### src/rtl/rx_flow_pkg.sv
package rx_flow_pkg;

   // register select codes on the configuration port
   localparam int unsigned RA_GO1   = 0;
   localparam int unsigned RA_GO2   = 1;
   localparam int unsigned RA_STOP1 = 2;
   localparam int unsigned RA_STOP2 = 3;
   localparam int unsigned RA_CTRL  = 4;

   // control register bit positions
   localparam int unsigned CB_FLOW  = 0;
   localparam int unsigned CB_PAIR  = 1;
   localparam int unsigned CB_ANY   = 2;
   localparam int unsigned CB_MARK  = 3;
   localparam int unsigned CB_IRQ   = 4;
   localparam int unsigned CB_WLEN  = 5;

   // index of each code in the comparator bank
   localparam int unsigned CI_GO1   = 0;
   localparam int unsigned CI_GO2   = 1;
   localparam int unsigned CI_STOP1 = 2;
   localparam int unsigned CI_STOP2 = 3;
   localparam int unsigned N_CODES  = 4;

   typedef enum logic [1:0] {
      SQ_IDLE = 2'd0,
      SQ_STOP = 2'd1,
      SQ_GO   = 2'd2
   } seq_st_e;

endpackage

### src/rtl/rx_flow_cfg.sv
module rx_flow_cfg #(
   parameter int unsigned DATA_W = 8,
   parameter int unsigned ADDR_W = 3,
   parameter int unsigned WLEN_W = 2
) (
   input  logic                                      clk_i,
   input  logic                                      rst_ni,
   input  logic                                      we_i,
   input  logic [ADDR_W-1:0]                         addr_i,
   input  logic [DATA_W-1:0]                         wdata_i,
   output logic [rx_flow_pkg::N_CODES-1:0][DATA_W-1:0] codes_o,
   output logic                                      flow_en_o,
   output logic                                      pair_o,
   output logic                                      any_o,
   output logic                                      mark_o,
   output logic                                      irq_en_o,
   output logic [WLEN_W-1:0]                         wlen_o
);
   import rx_flow_pkg::*;

   localparam int unsigned CTRL_W = CB_WLEN + WLEN_W;

   initial begin
      if (CTRL_W > DATA_W) $error("control field does not fit the data width");
   end

   logic [CTRL_W-1:0] ctrl_q;

   for (genvar g = 0; g < N_CODES; g++) begin : g_code
      always_ff @(posedge clk_i or negedge rst_ni) begin
         if (!rst_ni)                              codes_o[g] <= '0;
         else if (we_i && int'(addr_i) == g)       codes_o[g] <= wdata_i;
      end
   end

   always_ff @(posedge clk_i or negedge rst_ni) begin
      if (!rst_ni)                                  ctrl_q <= '0;
      else if (we_i && int'(addr_i) == RA_CTRL)     ctrl_q <= wdata_i[CTRL_W-1:0];
   end

   assign flow_en_o = ctrl_q[CB_FLOW];
   assign pair_o    = ctrl_q[CB_PAIR];
   assign any_o     = ctrl_q[CB_ANY];
   assign mark_o    = ctrl_q[CB_MARK];
   assign irq_en_o  = ctrl_q[CB_IRQ];
   assign wlen_o    = ctrl_q[CB_WLEN +: WLEN_W];

endmodule

### src/rtl/rx_flow_match.sv
module rx_flow_match #(
   parameter int unsigned DATA_W   = 8,
   parameter int unsigned WLEN_W   = 2,
   parameter int unsigned MIN_BITS = 5
) (
   input  logic                                        clk_i,
   input  logic                                        rst_ni,
   input  logic [DATA_W-1:0]                           data_i,
   input  logic [WLEN_W-1:0]                           wlen_i,
   input  logic [rx_flow_pkg::N_CODES-1:0][DATA_W-1:0] codes_i,
   output logic [rx_flow_pkg::N_CODES-1:0]             hit_o
);
   import rx_flow_pkg::*;

   logic [DATA_W-1:0] mask;

   // one enable per data bit: bit i is compared when it lies inside the word
   for (genvar i = 0; i < DATA_W; i++) begin : g_mask
      assign mask[i] = (int'(wlen_i) + int'(MIN_BITS)) > i;
   end

   for (genvar c = 0; c < N_CODES; c++) begin : g_cmp
      assign hit_o[c] = ((data_i ^ codes_i[c]) & mask) == '0;
   end

   // full word length must compare every bit
   p_full_width_r7: assert property (@(posedge clk_i) disable iff (!rst_ni)
      (wlen_i == {WLEN_W{1'b1}} && hit_o[CI_GO1]) |-> (data_i == codes_i[CI_GO1]));

endmodule

### src/rtl/rx_flow_seq.sv
module rx_flow_seq #(
   parameter int unsigned DATA_W = 8
) (
   input  logic                             clk_i,
   input  logic                             rst_ni,
   input  logic                             rx_valid_i,
   input  logic [DATA_W-1:0]                rx_data_i,
   input  logic                             rx_err_i,
   input  logic [rx_flow_pkg::N_CODES-1:0]  hit_i,
   input  logic                             active_i,
   input  logic                             pair_i,
   output logic                             stop_hit_o,
   output logic                             go_hit_o,
   output logic                             fifo_we_o,
   output logic [DATA_W-1:0]                fifo_data_o
);
   import rx_flow_pkg::*;

   seq_st_e           st_q, st_d;
   logic [DATA_W-1:0] held_q, held_d;
   logic              spill_q, spill_d;
   logic [DATA_W-1:0] spill_data_q;
   logic              wr_now;
   logic [DATA_W-1:0] wr_data;
   logic              clean, first_stop, first_go, second_ok;

   assign clean      = rx_valid_i & ~rx_err_i;
   assign first_stop = active_i & clean & hit_i[CI_STOP1];
   assign first_go   = active_i & clean & hit_i[CI_GO1];
   assign second_ok  = active_i & pair_i & clean &
                       ((st_q == SQ_STOP) ? hit_i[CI_STOP2] : hit_i[CI_GO2]);

   always_comb begin
      st_d       = st_q;
      held_d     = held_q;
      spill_d    = 1'b0;
      wr_now     = 1'b0;
      wr_data    = rx_data_i;
      stop_hit_o = 1'b0;
      go_hit_o   = 1'b0;
      if (st_q == SQ_IDLE) begin
         if (pair_i && first_stop) begin
            held_d = rx_data_i;
            st_d   = SQ_STOP;
         end else if (pair_i && first_go) begin
            held_d = rx_data_i;
            st_d   = SQ_GO;
         end else if (!pair_i && first_stop) begin
            stop_hit_o = 1'b1;
         end else if (!pair_i && first_go) begin
            go_hit_o = 1'b1;
         end else if (rx_valid_i) begin
            wr_now = 1'b1;
         end
      end else if (second_ok) begin
         stop_hit_o = (st_q == SQ_STOP);
         go_hit_o   = (st_q == SQ_GO);
         st_d       = SQ_IDLE;
      end else if (rx_valid_i || !active_i || !pair_i) begin
         // sequence broken: release the held character first
         wr_now  = 1'b1;
         wr_data = held_q;
         st_d    = SQ_IDLE;
         if (rx_valid_i) begin
            if (pair_i && first_stop) begin
               held_d = rx_data_i;
               st_d   = SQ_STOP;
            end else if (pair_i && first_go) begin
               held_d = rx_data_i;
               st_d   = SQ_GO;
            end else if (!pair_i && first_stop) begin
               stop_hit_o = 1'b1;
            end else if (!pair_i && first_go) begin
               go_hit_o = 1'b1;
            end else begin
               spill_d = 1'b1;
            end
         end
      end
   end

   always_ff @(posedge clk_i or negedge rst_ni) begin
      if (!rst_ni) begin
         st_q         <= SQ_IDLE;
         held_q       <= '0;
         spill_q      <= 1'b0;
         spill_data_q <= '0;
         fifo_we_o    <= 1'b0;
         fifo_data_o  <= '0;
      end else begin
         st_q         <= st_d;
         held_q       <= held_d;
         spill_q      <= spill_d;
         spill_data_q <= rx_data_i;
         fifo_we_o    <= wr_now | spill_q;
         fifo_data_o  <= wr_now ? wr_data : spill_data_q;
      end
   end

   // the spill slot must never meet a fresh write (strobe spacing rule)
   p_spill_slot_r6: assert property (@(posedge clk_i) disable iff (!rst_ni)
      spill_q |-> !wr_now);

   // an errored character never produces a flow event
   p_err_inert_r9: assert property (@(posedge clk_i) disable iff (!rst_ni)
      (rx_valid_i && rx_err_i) |-> (!stop_hit_o && !go_hit_o));

   // a completed pair leaves nothing to store on the next clock
   p_pair_dropped_r5: assert property (@(posedge clk_i) disable iff (!rst_ni)
      (st_q != SQ_IDLE && second_ok && !spill_q) |=> !fifo_we_o);

endmodule

### src/rtl/rx_flow_txgate.sv
module rx_flow_txgate #(
   parameter bit FRAME_SAFE = 1'b1
) (
   input  logic clk_i,
   input  logic rst_ni,
   input  logic stop_hit_i,
   input  logic go_hit_i,
   input  logic mark_hit_i,
   input  logic rx_clean_i,
   input  logic active_i,
   input  logic any_i,
   input  logic irq_en_i,
   input  logic det_clr_i,
   input  logic tx_busy_i,
   output logic tx_hold_o,
   output logic det_flag_o,
   output logic irq_o
);
   logic susp_q, susp_d;
   logic hold_d;
   logic resume_evt, any_evt;

   assign any_evt    = any_i & rx_clean_i & active_i;
   assign resume_evt = susp_q & ~stop_hit_i & (go_hit_i | any_evt);

   always_comb begin
      if (!active_i)        susp_d = 1'b0;
      else if (stop_hit_i)  susp_d = 1'b1;
      else if (resume_evt)  susp_d = 1'b0;
      else                  susp_d = susp_q;
   end

   if (FRAME_SAFE) begin : g_frame_safe
      // a new hold only starts while the transmitter is between frames
      assign hold_d = susp_q & (tx_hold_o | ~tx_busy_i);
   end else begin : g_immediate
      assign hold_d = susp_q;
   end

   always_ff @(posedge clk_i or negedge rst_ni) begin
      if (!rst_ni) begin
         susp_q     <= 1'b0;
         tx_hold_o  <= 1'b0;
         det_flag_o <= 1'b0;
      end else begin
         susp_q     <= susp_d;
         tx_hold_o  <= hold_d;
         det_flag_o <= stop_hit_i | mark_hit_i |
                       (det_flag_o & ~(go_hit_i | resume_evt | det_clr_i));
      end
   end

   assign irq_o = det_flag_o & irq_en_i;

   p_stop_suspends_r2: assert property (@(posedge clk_i) disable iff (!rst_ni)
      (stop_hit_i && active_i) |=> susp_q);

   p_go_clears_r3: assert property (@(posedge clk_i) disable iff (!rst_ni)
      (go_hit_i && !stop_hit_i && !mark_hit_i) |=> (!susp_q && !det_flag_o));

   p_hold_boundary_r4: assert property (@(posedge clk_i) disable iff (!rst_ni)
      $rose(tx_hold_o) |-> (!FRAME_SAFE || !$past(tx_busy_i)));

   p_any_resume_r8: assert property (@(posedge clk_i) disable iff (!rst_ni)
      (any_evt && susp_q && !stop_hit_i) |=> !susp_q);

   p_irq_gate_r11: assert property (@(posedge clk_i) disable iff (!rst_ni)
      (irq_o |-> det_flag_o) and (!irq_en_i |-> !irq_o));

endmodule

### src/rtl/rx_flow_detect.sv
module rx_flow_detect #(
   parameter int unsigned DATA_W     = 8,
   parameter int unsigned ADDR_W     = 3,
   parameter int unsigned WLEN_W     = 2,
   parameter int unsigned MIN_BITS   = 5,
   parameter bit          FRAME_SAFE = 1'b1
) (
   input  logic              clk_i,
   input  logic              rst_ni,
   input  logic              cfg_we_i,
   input  logic [ADDR_W-1:0] cfg_addr_i,
   input  logic [DATA_W-1:0] cfg_wdata_i,
   input  logic              rx_valid_i,
   input  logic [DATA_W-1:0] rx_data_i,
   input  logic              rx_err_i,
   input  logic              tx_busy_i,
   input  logic              det_clr_i,
   output logic              fifo_we_o,
   output logic [DATA_W-1:0] fifo_data_o,
   output logic              tx_hold_o,
   output logic              det_flag_o,
   output logic              irq_o
);
   import rx_flow_pkg::*;

   localparam int unsigned MAX_BITS = MIN_BITS + (1 << WLEN_W) - 1;

   initial begin
      if (MAX_BITS != DATA_W) $error("word-length range must end at DATA_W");
      if ((1 << ADDR_W) <= RA_CTRL) $error("address too narrow for control register");
   end

   logic [N_CODES-1:0][DATA_W-1:0] codes;
   logic [N_CODES-1:0]             hit;
   logic [WLEN_W-1:0]              wlen;
   logic flow_en, pair, any, mark, irq_en;
   logic active, stop_hit, go_hit, mark_hit, rx_clean;

   rx_flow_cfg #(.DATA_W(DATA_W), .ADDR_W(ADDR_W), .WLEN_W(WLEN_W)) u_cfg (
      .clk_i     (clk_i),
      .rst_ni    (rst_ni),
      .we_i      (cfg_we_i),
      .addr_i    (cfg_addr_i),
      .wdata_i   (cfg_wdata_i),
      .codes_o   (codes),
      .flow_en_o (flow_en),
      .pair_o    (pair),
      .any_o     (any),
      .mark_o    (mark),
      .irq_en_o  (irq_en),
      .wlen_o    (wlen)
   );

   rx_flow_match #(.DATA_W(DATA_W), .WLEN_W(WLEN_W), .MIN_BITS(MIN_BITS)) u_match (
      .clk_i   (clk_i),
      .rst_ni  (rst_ni),
      .data_i  (rx_data_i),
      .wlen_i  (wlen),
      .codes_i (codes),
      .hit_o   (hit)
   );

   assign active   = flow_en & ~mark;
   assign rx_clean = rx_valid_i & ~rx_err_i;
   assign mark_hit = mark & rx_clean & hit[CI_STOP2];

   rx_flow_seq #(.DATA_W(DATA_W)) u_seq (
      .clk_i       (clk_i),
      .rst_ni      (rst_ni),
      .rx_valid_i  (rx_valid_i),
      .rx_data_i   (rx_data_i),
      .rx_err_i    (rx_err_i),
      .hit_i       (hit),
      .active_i    (active),
      .pair_i      (pair),
      .stop_hit_o  (stop_hit),
      .go_hit_o    (go_hit),
      .fifo_we_o   (fifo_we_o),
      .fifo_data_o (fifo_data_o)
   );

   rx_flow_txgate #(.FRAME_SAFE(FRAME_SAFE)) u_gate (
      .clk_i      (clk_i),
      .rst_ni     (rst_ni),
      .stop_hit_i (stop_hit),
      .go_hit_i   (go_hit),
      .mark_hit_i (mark_hit),
      .rx_clean_i (rx_clean),
      .active_i   (active),
      .any_i      (any),
      .irq_en_i   (irq_en),
      .det_clr_i  (det_clr_i),
      .tx_busy_i  (tx_busy_i),
      .tx_hold_o  (tx_hold_o),
      .det_flag_o (det_flag_o),
      .irq_o      (irq_o)
   );

   // marker mode stores every character on the next clock
   p_mark_stores_r10: assert property (@(posedge clk_i) disable iff (!rst_ni)
      (mark && rx_valid_i) |=> fifo_we_o);

   // with flow off and marker off nothing is consumed
   p_passthru_r12: assert property (@(posedge clk_i) disable iff (!rst_ni)
      (!flow_en && !mark && rx_valid_i) |=> (fifo_we_o && fifo_data_o == $past(rx_data_i)));

endmodule

### config.mk
export PLATFORM = sky130hd
export DESIGN_NAME = rx_flow_detect
export DESIGN_NICKNAME = d
export VERILOG_FILES = /design/src/rtl/rx_flow_pkg.sv /design/src/rtl/rx_flow_cfg.sv /design/src/rtl/rx_flow_match.sv /design/src/rtl/rx_flow_seq.sv /design/src/rtl/rx_flow_txgate.sv /design/src/rtl/rx_flow_detect.sv
export SDC_FILE = /design/constraint.sdc
export NUM_CORES = 1
export LEC_CHECK = 0
export ABC_AREA = 1
export CORE_ASPECT_RATIO = 0.8
export CORE_MARGIN = 8
export CORE_UTILIZATION = 55
export CTS_CLUSTER_SIZE = 24
export DETAILED_ROUTE_END_ITERATION = 16
export PLACE_DENSITY_LB_ADDON = 0.3
export SLEW_MARGIN = 20
export SYNTH_ARGS = -nofsm -noshare
export SYNTH_HDL_FRONTEND = slang
export SYNTH_SLANG_ARGS = --single-unit
### constraint.sdc
create_clock -name clk_i -period 3.5 [get_ports clk_i]
set_input_delay 0.35 -clock clk_i [delete_from_list [all_inputs] [get_ports clk_i]]
set_output_delay 0.35 -clock clk_i [all_outputs]
set_load 0.005 [all_outputs]
==> results.py <==
metrics = {
    "status": {
        "outcome": "finished clean",
    },
    "logic_synthesis": {
        "netlist_instances": 427,
        "synth_top_family_by_area": "simple AND/OR/NAND/NOR gates",
        "synthAdderAreaFrac_pct": 1.081,
        "synthesis.nets": 456,
        "seq_area_frac_synth_pct": 50.47,
        "avgSynthCellArea_um2": 8.128,
        "synthSimpleGateAreaFrac_pct": 24.08,
        "yosys.area_share.xor_xnor_pct": 3.280,
        "ys_seq_elements": 70,
        "synth-compound-area-share_pct": 11.97,
        "synth.area.mux_share_pct": 0,
        "synthesis.area_um2": 3471,
        "synthDistinctLibCells": 34,
        "yosysWarningCount": 0,
    },
    "sta": {
        "setup_viol": 0,
        "rsz0062_at_grt": "false",
        "slew_headroom_pct": 59.24,
        "skew_ns": 0.006184,
        "maxSlewViolCount": 0,
        "period_share_pct": 66.52,
        "worst_pin_slew_ns": 0.6097,
        "final_hold_viol_count": 0,
        "setup_tns_ns": 0,
        "max_freq_ghz": 0.4295,
        "finalHoldWorstSlack_ns": 0.4477,
        "min_period_ns": 2.328,
    },
    "routing": {
        "drt_wl_total_mm": 7.616,
        "wl_per_cell_um": 13.80,
        "drtIter0Drc": 222,
        "ant_nets": 0,
        "drc": 0,
        "dr.pass1.iters": 4,
        "num_vias": 2805,
        "vias_per_cell": 5.082,
    },
    "setup_path": {
        "cp-start-kind": "flip-flop",
        "crit_type": "flip-flop to flip-flop",
        "required_ns": 3.74,
        "rrSetupSlack_ns": 1.17,
        "cp_max_fo": 9,
        "cp-end-kind": "flip-flop",
        "rr_endpoint": "u_seq.fifo_data_o[6]$_DFF_PN0_",
        "arrival_ns": 2.57,
        "rr_worst_depth": 14,
        "timing.rr.start": "u_cfg.ctrl_q[5]$_DFFE_PN0P_",
    },
    "finish": {
        "antenna_cells": 0,
        "area_delta_synth_final_pct": 17.52,
        "final_common_cell": "nand2_1",
        "final_layout_size_suffix_gt1_share_pct": 11.32,
        "finalInstanceArea_um2": 4079,
        "final_util_pct": 65.30,
        "mostFrequentLayoutCells": "nand2_1, dfrtp_1, inv_1, o21ai_0, clkdlybuf4s50_1",
        "finish.net_count": 493,
        "final.fill_count": 551,
    },
    "flow_run": {
        "maxCapViolations": 0,
    },
    "power_and_ir_drop": {
        "power_density_nw_per_um2": 484.1,
        "internal_power_mw": 1.406,
        "combPwrFrac_pct": 18.0,
        "p_switching_mw": 0.5691,
        "p_seq_share_pct": 50.3,
        "ir_worst_vdd_v": 0.0002785,
        "power_leakage_nw": 2.018,
        "clkPwrFrac_pct": 31.7,
        "fin_total_pwr_mw": 1.975,
        "swShare_pct": 28.82,
    },
    "cts": {
        "clock_latency_ns": 0.34,
        "ctsHtreeMaxLevel": 3,
        "cts_buffer_depth": 2,
        "ctsResizeCount": 0,
        "cts.clk_slew.worst_paths_ns": 0.07,
        "cts_root_buf": "clkbuf_8",
        "cts_tree": "built",
        "clock-sinks": 70,
        "numCtsBuffers": 9,
    },
    "floorplan": {
        "initial_core_util_pct": 55.57,
        "io_pins": 38,
        "fp-row-count": 26,
        "die_y_um": 87.05,
        "core_area_um2": 6246,
        "die_x_um": 104.8,
        "die_area_um2": 9124,
    },
    "worst_hold_path": {
        "holdPathStages": 1,
        "hp-start": "u_seq.spill_q$_DFF_PN0_",
        "min_to": "u_seq.fifo_we_o$_DFF_PN0_",
        "min_path_type": "flip-flop to flip-flop",
    },
    "place": {
        "portBuffers": 37,
        "gp_congestion": 0.9298,
        "place_area_um2": 3880,
        "hpwl_mm": 5.746,
    },
    "global_route": {
        "grt_pass1_wl_mm": 13.50,
        "grt_pass1_vias": 2856,
        "grt_max_degree": 49,
        "grt_remaining_overflow": 0,
        "grtUsageTotal_pct": 18.30,
        "antenna_found_initial": 0,
    },
}
==> cell usage after synthesis, drive strengths merged <==
| cell | n | area (um^2) |
|---|---|---|
| a21o | 1 | 7.510 |
| o2111ai | 1 | 8.760 |
| or2 | 2 | 12.52 |
| o22ai | 8 | 50.05 |
| nor4 | 1 | 6.260 |
| o21ai | 47 | 246.5 |
| inv | 66 | 247.7 |
| buf | 8 | 50.04 |
| nand4 | 4 | 37.53 |
| xor2 | 4 | 35.03 |
| ha | 3 | 37.54 |
| nor2 | 38 | 170.2 |
| dfrtp | 70 | 1752 |
| clkbuf | 5 | 18.77 |
| a21oi | 13 | 95.09 |
| nor3 | 4 | 30.03 |
| and2 | 1 | 6.260 |
| nand3 | 17 | 90.09 |
| xnor2 | 9 | 78.83 |
| nand2 | 124 | 483.0 |
| o211ai | 1 | 7.510 |
==> critical path, stage by stage, from the launching register on <==
cell and delay (ns):
dfrtp_1 0.42, inv_1 0.07, ha_1 0.25, nor2_1 0.25
nand3_1 0.14, nand2_1 0.08, nor2_1 0.07, nand3_1 0.07
nand2_1 0.06, nand2_2 0.10, nand3_1 0.30, nand2_1 0.21
inv_2 0.09, nand2_1 0.07, nand2_1 0.05
==> cells by family after synthesis <==
kind of cell / after synthesis
simple gates: 191
buf+inv: 79
compound gates: 71
flops: 70
xor+xnor: 13
fa+ha+maj: 3
==> flip-flops by register name, indices dropped and copies added (netlist names) <==
| signal | cells |
|---|---|
| u_cfg.codes_o | 32 |
| u_cfg.ctrl_q | 7 |
| u_gate.det_flag_o | 1 |
| u_gate.susp_q | 1 |
| u_gate.tx_hold_o | 1 |
| u_seq.fifo_data_o | 8 |
| u_seq.fifo_we_o | 1 |
| u_seq.held_q | 8 |
| u_seq.spill_data_q | 8 |
| u_seq.spill_q | 1 |
| u_seq.st_q | 2 |
==> power groups by stage <==
stage / combinational (mW) / sequential, mW / clock, mW
global placement: 0.343 / 1.00 / 0
detailed placement: 0.355 / 1.01 / 0
finish: 0.355 / 0.993 / 0.626
CTS: 0.358 / 0.991 / 0.644
floorplan: 0.242 / 0.980 / 0
global route: 0.409 / 1.00 / 0.680
==> metal layers <==
metal	share of wire (%)	track usage (%)	vias up
met3	6.4	6.435	9
met2	45	29.45	85
met4	0.84	3.747	0
met5	0	0	-
li1	-	-	1408
met1	48	23.32	1303
==> worst max-delay path by stage <==
stage,start,to,slack [ns]
floorplan,u_cfg.ctrl_q[5]$_DFFE_PN0P_,u_seq.fifo_data_o[0]$_DFF_PN0_,1.65
global placement,rx_data_i[6],u_seq.fifo_we_o$_DFF_PN0_,0.97
detailed placement,rx_data_i[6],u_seq.fifo_data_o[6]$_DFF_PN0_,0.94
CTS,u_cfg.ctrl_q[5]$_DFFE_PN0P_,u_seq.fifo_data_o[6]$_DFF_PN0_,1.17
global route,u_cfg.ctrl_q[5]$_DFFE_PN0P_,u_seq.fifo_data_o[2]$_DFF_PN0_,0.85
finish,u_cfg.ctrl_q[5]$_DFFE_PN0P_,u_seq.fifo_data_o[6]$_DFF_PN0_,1.17
==> layout make-up <==
cell class	count	area (um^2)	area share (%)
well taps	84	105.1	2.577
inverters	66	247.7	6.074
clock inverters	4	47.55	1.166
multi-input cells	278	1403	34.39
flip-flops and latches	70	1752	42.94
clock buffers	11	141.4	3.466
repair buffers	39	382.9	9.387
==> stage by stage <==
stage / setup WS, ns / std cells
finish: 1.172 / 552
global route: 0.8536 / 552
CTS: 1.172 / 552
detailed placement: 0.9352 / 536
global placement: 0.9704 / 536
floorplan: 1.651 / 427
==> what timing repair did <==
action	CTS	global route
hold endpoints to repair	22	0
hold buffers	1	0
buffers inserted	0	0
Power figures use the tool's default switching activity.
